## src/rtl/otemp_pkg.sv

```systemverilog
package otemp_pkg;
  localparam int TEMP_W    = 16;
  localparam int FRAC      = 8;    // counts per degree
  localparam int BASE_C    = 105;
  localparam int STAGE_C   = 20;
  localparam int ROW_C     = 5;
  localparam int HYST_C    = 2;
  localparam int NSTAGE    = 3;

  localparam logic [7:0] A_MINOR  = 8'h00;
  localparam logic [7:0] A_MAJOR  = 8'h01;
  localparam logic [7:0] A_TYPE   = 8'h04;
  localparam logic [7:0] A_SUBT   = 8'h05;
  localparam logic [7:0] A_STATUS = 8'h08;
  localparam logic [7:0] A_IRQ    = 8'h10;
  localparam logic [7:0] A_SDCTL  = 8'h40;
  localparam logic [7:0] A_ALCTL  = 8'h46;

  localparam logic [7:0] ID_TYPE  = 8'h09;
  localparam logic [7:0] ID_SUBT  = 8'h08;

  typedef logic [1:0] stage_t;

  // Boundary of stage stg (1..3) for threshold row rsel, in 1/8 degree, widened by one bit
  function automatic logic signed [TEMP_W:0] trip_level(input logic [1:0] rsel, input stage_t stg);
    int deg;
    deg = BASE_C + STAGE_C * (int'(stg) - 1) + ROW_C * int'(rsel);
    return (TEMP_W+1)'(deg * FRAC);
  endfunction

  function automatic logic signed [TEMP_W:0] hyst_counts();
    return (TEMP_W+1)'(HYST_C * FRAC);
  endfunction
endpackage

```

## src/rtl/otemp_tick.sv

```systemverilog
module otemp_tick #(
  parameter int TICK_EXP = 4
) (
  input  logic clk,
  input  logic rst_n,
  input  logic fast,
  output logic tick
);
  localparam int CW = TICK_EXP + 3;
  localparam logic [CW-1:0] LIM_FAST = CW'((1 << TICK_EXP) - 1);
  localparam logic [CW-1:0] LIM_SLOW = CW'((4 << TICK_EXP) - 1);

  logic [CW-1:0] cnt;
  logic [CW-1:0] lim;

  assign lim  = fast ? LIM_FAST : LIM_SLOW;
  assign tick = (cnt >= lim);

  always_ff @(posedge clk or negedge rst_n) begin
    if (!rst_n) cnt <= '0;
    else if (tick) cnt <= '0;
    else cnt <= cnt + 1'b1;
  end
endmodule

```

## src/rtl/otemp_stage.sv

```systemverilog
module otemp_stage
  import otemp_pkg::*;
(
  input  logic                     clk,
  input  logic                     rst_n,
  input  logic signed [TEMP_W-1:0] sample,
  input  logic [1:0]               rsel,
  input  logic                     tick,
  input  logic                     en,
  output stage_t                   stage,
  output logic                     chg
);
  logic signed [TEMP_W:0] samp_x;
  stage_t                 tgt;
  stage_t                 nxt;
  logic                   down_ok;

  assign samp_x = {sample[TEMP_W-1], sample};

  always_comb begin
    tgt = '0;
    for (int k = 1; k <= NSTAGE; k++) begin
      if (samp_x >= trip_level(rsel, stage_t'(k))) tgt = stage_t'(k);
    end
  end

  assign down_ok = (stage != '0) &&
                   (samp_x <= (trip_level(rsel, stage) - hyst_counts()));

  always_comb begin
    nxt = stage;
    if (tick && en) begin
      if (tgt > stage) nxt = tgt;
      else if (down_ok) nxt = stage - 1'b1;
    end
  end

  assign chg = (nxt != stage);

  always_ff @(posedge clk or negedge rst_n) begin
    if (!rst_n) stage <= '0;
    else stage <= nxt;
  end
endmodule

```

## src/rtl/otemp_regs.sv

```systemverilog
module otemp_regs
  import otemp_pkg::*;
#(
  parameter logic [7:0] MAJOR_REV = 8'h01,
  parameter logic [7:0] MINOR_REV = 8'h00
) (
  input  logic       clk,
  input  logic       rst_n,
  input  logic [7:0] addr,
  input  logic [7:0] wdata,
  input  logic       we,
  input  logic       re,
  input  stage_t     stage,
  input  logic       chg,
  output logic [7:0] rdata,
  output logic [1:0] rsel,
  output logic       fast,
  output logic       ovr,
  output logic       mon_en,
  output logic       pend
);
  logic [7:0] rd_mux;
  logic       wr_sd, wr_al, clr_irq;

  assign wr_sd   = we && (addr == A_SDCTL);
  assign wr_al   = we && (addr == A_ALCTL);
  assign clr_irq = we && (addr == A_IRQ) && wdata[0];

  always_ff @(posedge clk or negedge rst_n) begin
    if (!rst_n) begin
      rsel <= '0; fast <= 1'b0; ovr <= 1'b0;
    end else if (wr_sd) begin
      rsel <= wdata[1:0]; fast <= wdata[3]; ovr <= wdata[6];
    end
  end

  always_ff @(posedge clk or negedge rst_n) begin
    if (!rst_n) mon_en <= 1'b0;
    else if (wr_al) mon_en <= wdata[7];
  end

  always_ff @(posedge clk or negedge rst_n) begin
    if (!rst_n) pend <= 1'b0;
    else if (chg) pend <= 1'b1;
    else if (clr_irq) pend <= 1'b0;
  end

  always_comb begin
    case (addr)
      A_MINOR:  rd_mux = MINOR_REV;
      A_MAJOR:  rd_mux = MAJOR_REV;
      A_TYPE:   rd_mux = ID_TYPE;
      A_SUBT:   rd_mux = ID_SUBT;
      A_STATUS: rd_mux = {6'b0, stage};
      A_IRQ:    rd_mux = {7'b0, pend};
      A_SDCTL:  rd_mux = {1'b0, ovr, 2'b0, fast, 1'b0, rsel};
      A_ALCTL:  rd_mux = {mon_en, 7'b0};
      default:  rd_mux = 8'h00;
    endcase
  end

  always_ff @(posedge clk or negedge rst_n) begin
    if (!rst_n) rdata <= 8'h00;
    else if (re) rdata <= rd_mux;
  end
endmodule

```

## src/rtl/otemp_alarm.sv

```systemverilog
module otemp_alarm
  import otemp_pkg::*;
#(
  parameter int         TICK_EXP  = 4,
  parameter logic [7:0] MAJOR_REV = 8'h01,
  parameter logic [7:0] MINOR_REV = 8'h00
) (
  input  logic        clk,
  input  logic        rst_n,
  input  logic [15:0] temp_in,
  input  logic [7:0]  reg_addr,
  input  logic [7:0]  reg_wdata,
  input  logic        reg_we,
  input  logic        reg_re,
  output logic [7:0]  reg_rdata,
  output logic [1:0]  stage,
  output logic        shdn2,
  output logic        shdn3,
  output logic        irq
);
  logic [1:0] rsel_w;
  logic       fast_w, ovr_w, mon_en_w, tick_w, stg_chg_w, pend_w;
  stage_t     stage_w;

  otemp_regs #(.MAJOR_REV(MAJOR_REV), .MINOR_REV(MINOR_REV)) u_regs (
    .clk(clk), .rst_n(rst_n), .addr(reg_addr), .wdata(reg_wdata),
    .we(reg_we), .re(reg_re), .stage(stage_w), .chg(stg_chg_w),
    .rdata(reg_rdata), .rsel(rsel_w), .fast(fast_w), .ovr(ovr_w),
    .mon_en(mon_en_w), .pend(pend_w)
  );

  otemp_tick #(.TICK_EXP(TICK_EXP)) u_tick (
    .clk(clk), .rst_n(rst_n), .fast(fast_w), .tick(tick_w)
  );

  otemp_stage u_stage (
    .clk(clk), .rst_n(rst_n), .sample(temp_in), .rsel(rsel_w),
    .tick(tick_w), .en(mon_en_w), .stage(stage_w), .chg(stg_chg_w)
  );

  assign stage = stage_w;
  assign shdn2 = (stage_w >= 2'd2) && !ovr_w;
  assign shdn3 = (stage_w == 2'd3);
  assign irq   = pend_w;
endmodule

```

## config.mk

```make
export PLATFORM = sky130hd
export DESIGN_NAME = otemp_alarm
export DESIGN_NICKNAME = d
export VERILOG_FILES = /design/src/rtl/otemp_pkg.sv /design/src/rtl/otemp_tick.sv /design/src/rtl/otemp_stage.sv /design/src/rtl/otemp_regs.sv /design/src/rtl/otemp_alarm.sv
export SDC_FILE = /design/constraint.sdc
export NUM_CORES = 1
export LEC_CHECK = 0
export BUFFER_PORTS_ARGS = -buffer_cell sky130_fd_sc_hd__buf_2
export CAP_MARGIN = 40
export CORE_MARGIN = 2
export CORE_UTILIZATION = 40
export CTS_CLUSTER_DIAMETER = 40
export DETAILED_ROUTE_END_ITERATION = 10
export PLACE_DENSITY_LB_ADDON = 0.08
export SYNTH_ARGS = -nofsm -noshare
export SYNTH_HDL_FRONTEND = slang
export SYNTH_SLANG_ARGS = --single-unit
```

## constraint.sdc

```tcl
create_clock -name clk -period 4.5 [get_ports clk]
set_clock_uncertainty 0.1 [all_clocks]
set_input_delay 0.9 -clock clk [delete_from_list [all_inputs] [get_ports clk]]
set_output_delay 0.9 -clock clk [all_outputs]
set_load 0.02 [all_outputs]
```

==> run metrics <==
Buffers & Inverters on Critical Path=1; Reg area=500 sq um; Setup Crit Path Kind=reg -> reg; most frequent cells in the layout=ha_1, buf_2, nor2_1; switching share of total power=37.5%; Routed WL=4960 um; Final Cell Area=around 2800 sq um; # H-tree levels=1; antenna fix cells=0; Worst setup EP type=flop; max incr delay on CP=roughly 0.50 ns; Post-synth EDFFs=0; Buffers on Ports=42; Comb power frac=46.6%; Fmax achieved=242 MHz; setup bufs post-CTS=0; Pint=0.504 mW; clock sinks=20; wire length per cell=12.9 um; CTS buffer count=3; vias in the first global route=1865; Yosys cell types=53; WP data arrival=4.16 ns; worst reg2reg setup slack=approximately 0.37 ns; Remaining Overflow, GRT=0; Die Width=80.2 um; post-placement cell count=381; maximum vdd drop=0.149 mV; Hold-fix buffers, CTS=0; Hold WC Path Type=reg -> reg; Max transition margin=48.6%; slowest stage cell, crit path=dfrtp_1; multi-input logic area=1740 sq um; root buf cell=clkbuf_8; Tot GR Track Use=16.8%; P_leak=1.31 nW; PwrDens=293 nW/um^2; Sum Neg Setup Slack=0 ns; Tmin final=4.13 ns; Max Cap Violations=0; P&R area growth vs syn=18.6%; Most common cell on crit path=ha_1; CP Launch Type=flop; status=completed; delay-heaviest family, CP=compound AO/OA/AOI/OAI gates; Synth Instances=260; share of cells above drive strength 1=24.3%; Final setup viols=0; vias after detailed routing=2002; unrepaired setup endpoints after global routing=no; post-synthesis sequential area ratio=21.6%; CP max FO=7; Area after DPL=2670 sq um; Reg clk slew, reported paths=0.08 ns; Synth Flop Type=dfrtp_1; initial antenna violation count=0; Fill cells=577; Avg Inst Size Synth=~8.9 sq um; GP Congestion=0.785; crit-path cells=inv_1 > ha_1 > ha_1 > nor2_1 > a2111oi_2 > o31ai_1 > and3_1 > o21ai_0 > ha_1 > and2b_2 > o21ai_0 > a2bb2oi_1 > o221ai_1; worst skew pair latency=0.26 ns; Clock Power Share=22.3%; worst slack at placement=0.204 ns; post-synthesis cell area=~2300 sq um; Worst EP required=4.53 ns; fin nets=400; Synth Register Bits=20; IO Pins=49; Yosys warning count=0; Async S/R FF share, synth=100%; DIE AREA=6420 sq um; antenna viol nets, final=0; Initial Utilization=a little over two fifths; commonest non-fill, non-tap cell in the layout=ha_1; Sequential Power Share=31.1%; Worst Max-Slew Pin Slew=0.763 ns; Slew Viols, Final=0; Post-DP HPWL=4180 um; DRC viols=0; DRT Pass-1 Iters=4; final worst slack=0.369 ns; core area=about 5500 sq um; row cnt=27; initial drt markers=56; DIE HEIGHT=80.2 um; final hold vios=0; largest net degree at the start of global routing=21; Resize count post-CTS=0; Bufs on Longest Clock Path=2; vias per inst=5.20; CTS tree=yes; period utilization=around nine tenths; Overall Power=0.807 mW; NetSw=roughly 0.30 mW; first-pass GRT wire length=roughly 8500 um; Non-Filler Instances=385
kinds of logic after synthesis:
group / Yosys count / synth area share, %
flip-flops: 20 / 21.6
buffers and inverters: 24 / 4.37
XOR/XNOR: 12 / 4.53
AND/OR/NAND/NOR: 92 / 21.8
multiplexers: 7 / 3.34
other: 1 / 0.162
AO/OA/AOI/OAI: 54 / 17.3
adder cells (fa/ha/maj): 50 / 27.0
worst paths after layout:
kind                                      endpoint  cells past startpoint                       start
setup reg to reg           u_regs.pend$_DFFE_PN0P_                     13  u_regs.rsel[0]$_DFFE_PN0P_
setup / recovery           u_regs.pend$_DFFE_PN0P_                     13  u_regs.rsel[0]$_DFFE_PN0P_
max in group asynchronous   u_regs.ovr$_DFFE_PN0P_                      1                       rst_n
min in group asynchronous  u_tick.cnt[6]$_DFF_PN0_                      1                       rst_n
hold / removal             u_tick.cnt[0]$_DFF_PN0_                      1     u_tick.cnt[0]$_DFF_PN0_
hold reg to reg            u_tick.cnt[0]$_DFF_PN0_                      1     u_tick.cnt[0]$_DFF_PN0_
flip-flops by register name, summed over array words and instances, names as in the netlist:
| name | count |
|---|---|
| u_regs.rsel | 2 |
| u_regs.pend | 1 |
| u_regs.mon_en | 1 |
| u_regs.rdata | 5 |
| u_stage.stage | 2 |
| u_regs.fast | 1 |
| u_tick.cnt | 7 |
| u_regs.ovr | 1 |
synthesized netlist by cell type (all sizes together) (2+ instances only):
cell / instances / area, sq um
a2bb2oi: 2 / 17.5
o31ai: 4 / 43.8
or4: 2 / 18.8
a2111oi: 3 / 38.8
xor2: 5 / 43.8
xnor2: 7 / 61.3
nor2: 27 / 101
nand3: 9 / 45.0
nor4: 2 / 12.5
buf: 4 / 26.3
o21ai: 12 / 63.8
nor3: 8 / 45.0
a31oi: 3 / 18.8
mux2: 6 / 67.6
nand2: 12 / 45.0
dfrtp: 20 / 500
a21o: 3 / 22.5
inv: 20 / 75.1
ha: 50 / 626
o221ai: 2 / 23.8
a21oi: 14 / 73.8
nand2b: 5 / 31.3
nand4b: 4 / 35.0
and3: 4 / 26.3
nor4b: 2 / 17.5
a22o: 2 / 17.5
o21a: 2 / 15.0
nand3b: 2 / 15.0
nor2b: 2 / 12.5
nand4: 7 / 43.8
a221oi: 3 / 32.5
stage by stage:
stage	hold slack [ns]	utilization, %
3_5_place_dp	0.409	48.2
4_1_cts	0.421	49.5
5_1_grt	0.441	49.7
6_report	0.416	49.7
3_3_place_gp	0.407	48.2
2_1_floorplan	0.375	-
metal layers:
metal	wire length, um	track usage [%]
met5	0	0
met3	103	3.26
met4	26	2.03
met2	2230	26.6
met1	2600	24.2
final cells by class:
class                   count  area share (%)
repair buffers             51            10.1
multi-input cells         218            63.1
well taps                  72            3.27
inverters                  20            2.73
clock buffers               3            1.50
clock inverters             1            1.09
flip-flops and latches     20            18.2
power groups by stage:
stage / Clock [mW] / Combinational, mW / Sequential [mW]
after global routing: 0.195 / 0.440 / 0.257
after detailed placement: 0 / 0.376 / 0.255
after CTS: 0.186 / 0.379 / 0.251
after floorplan: 0 / 0.269 / 0.255
final: 0.180 / 0.376 / 0.251
after global placement: 0 / 0.373 / 0.254
Note: power is estimated with default switching activity, not from simulation.
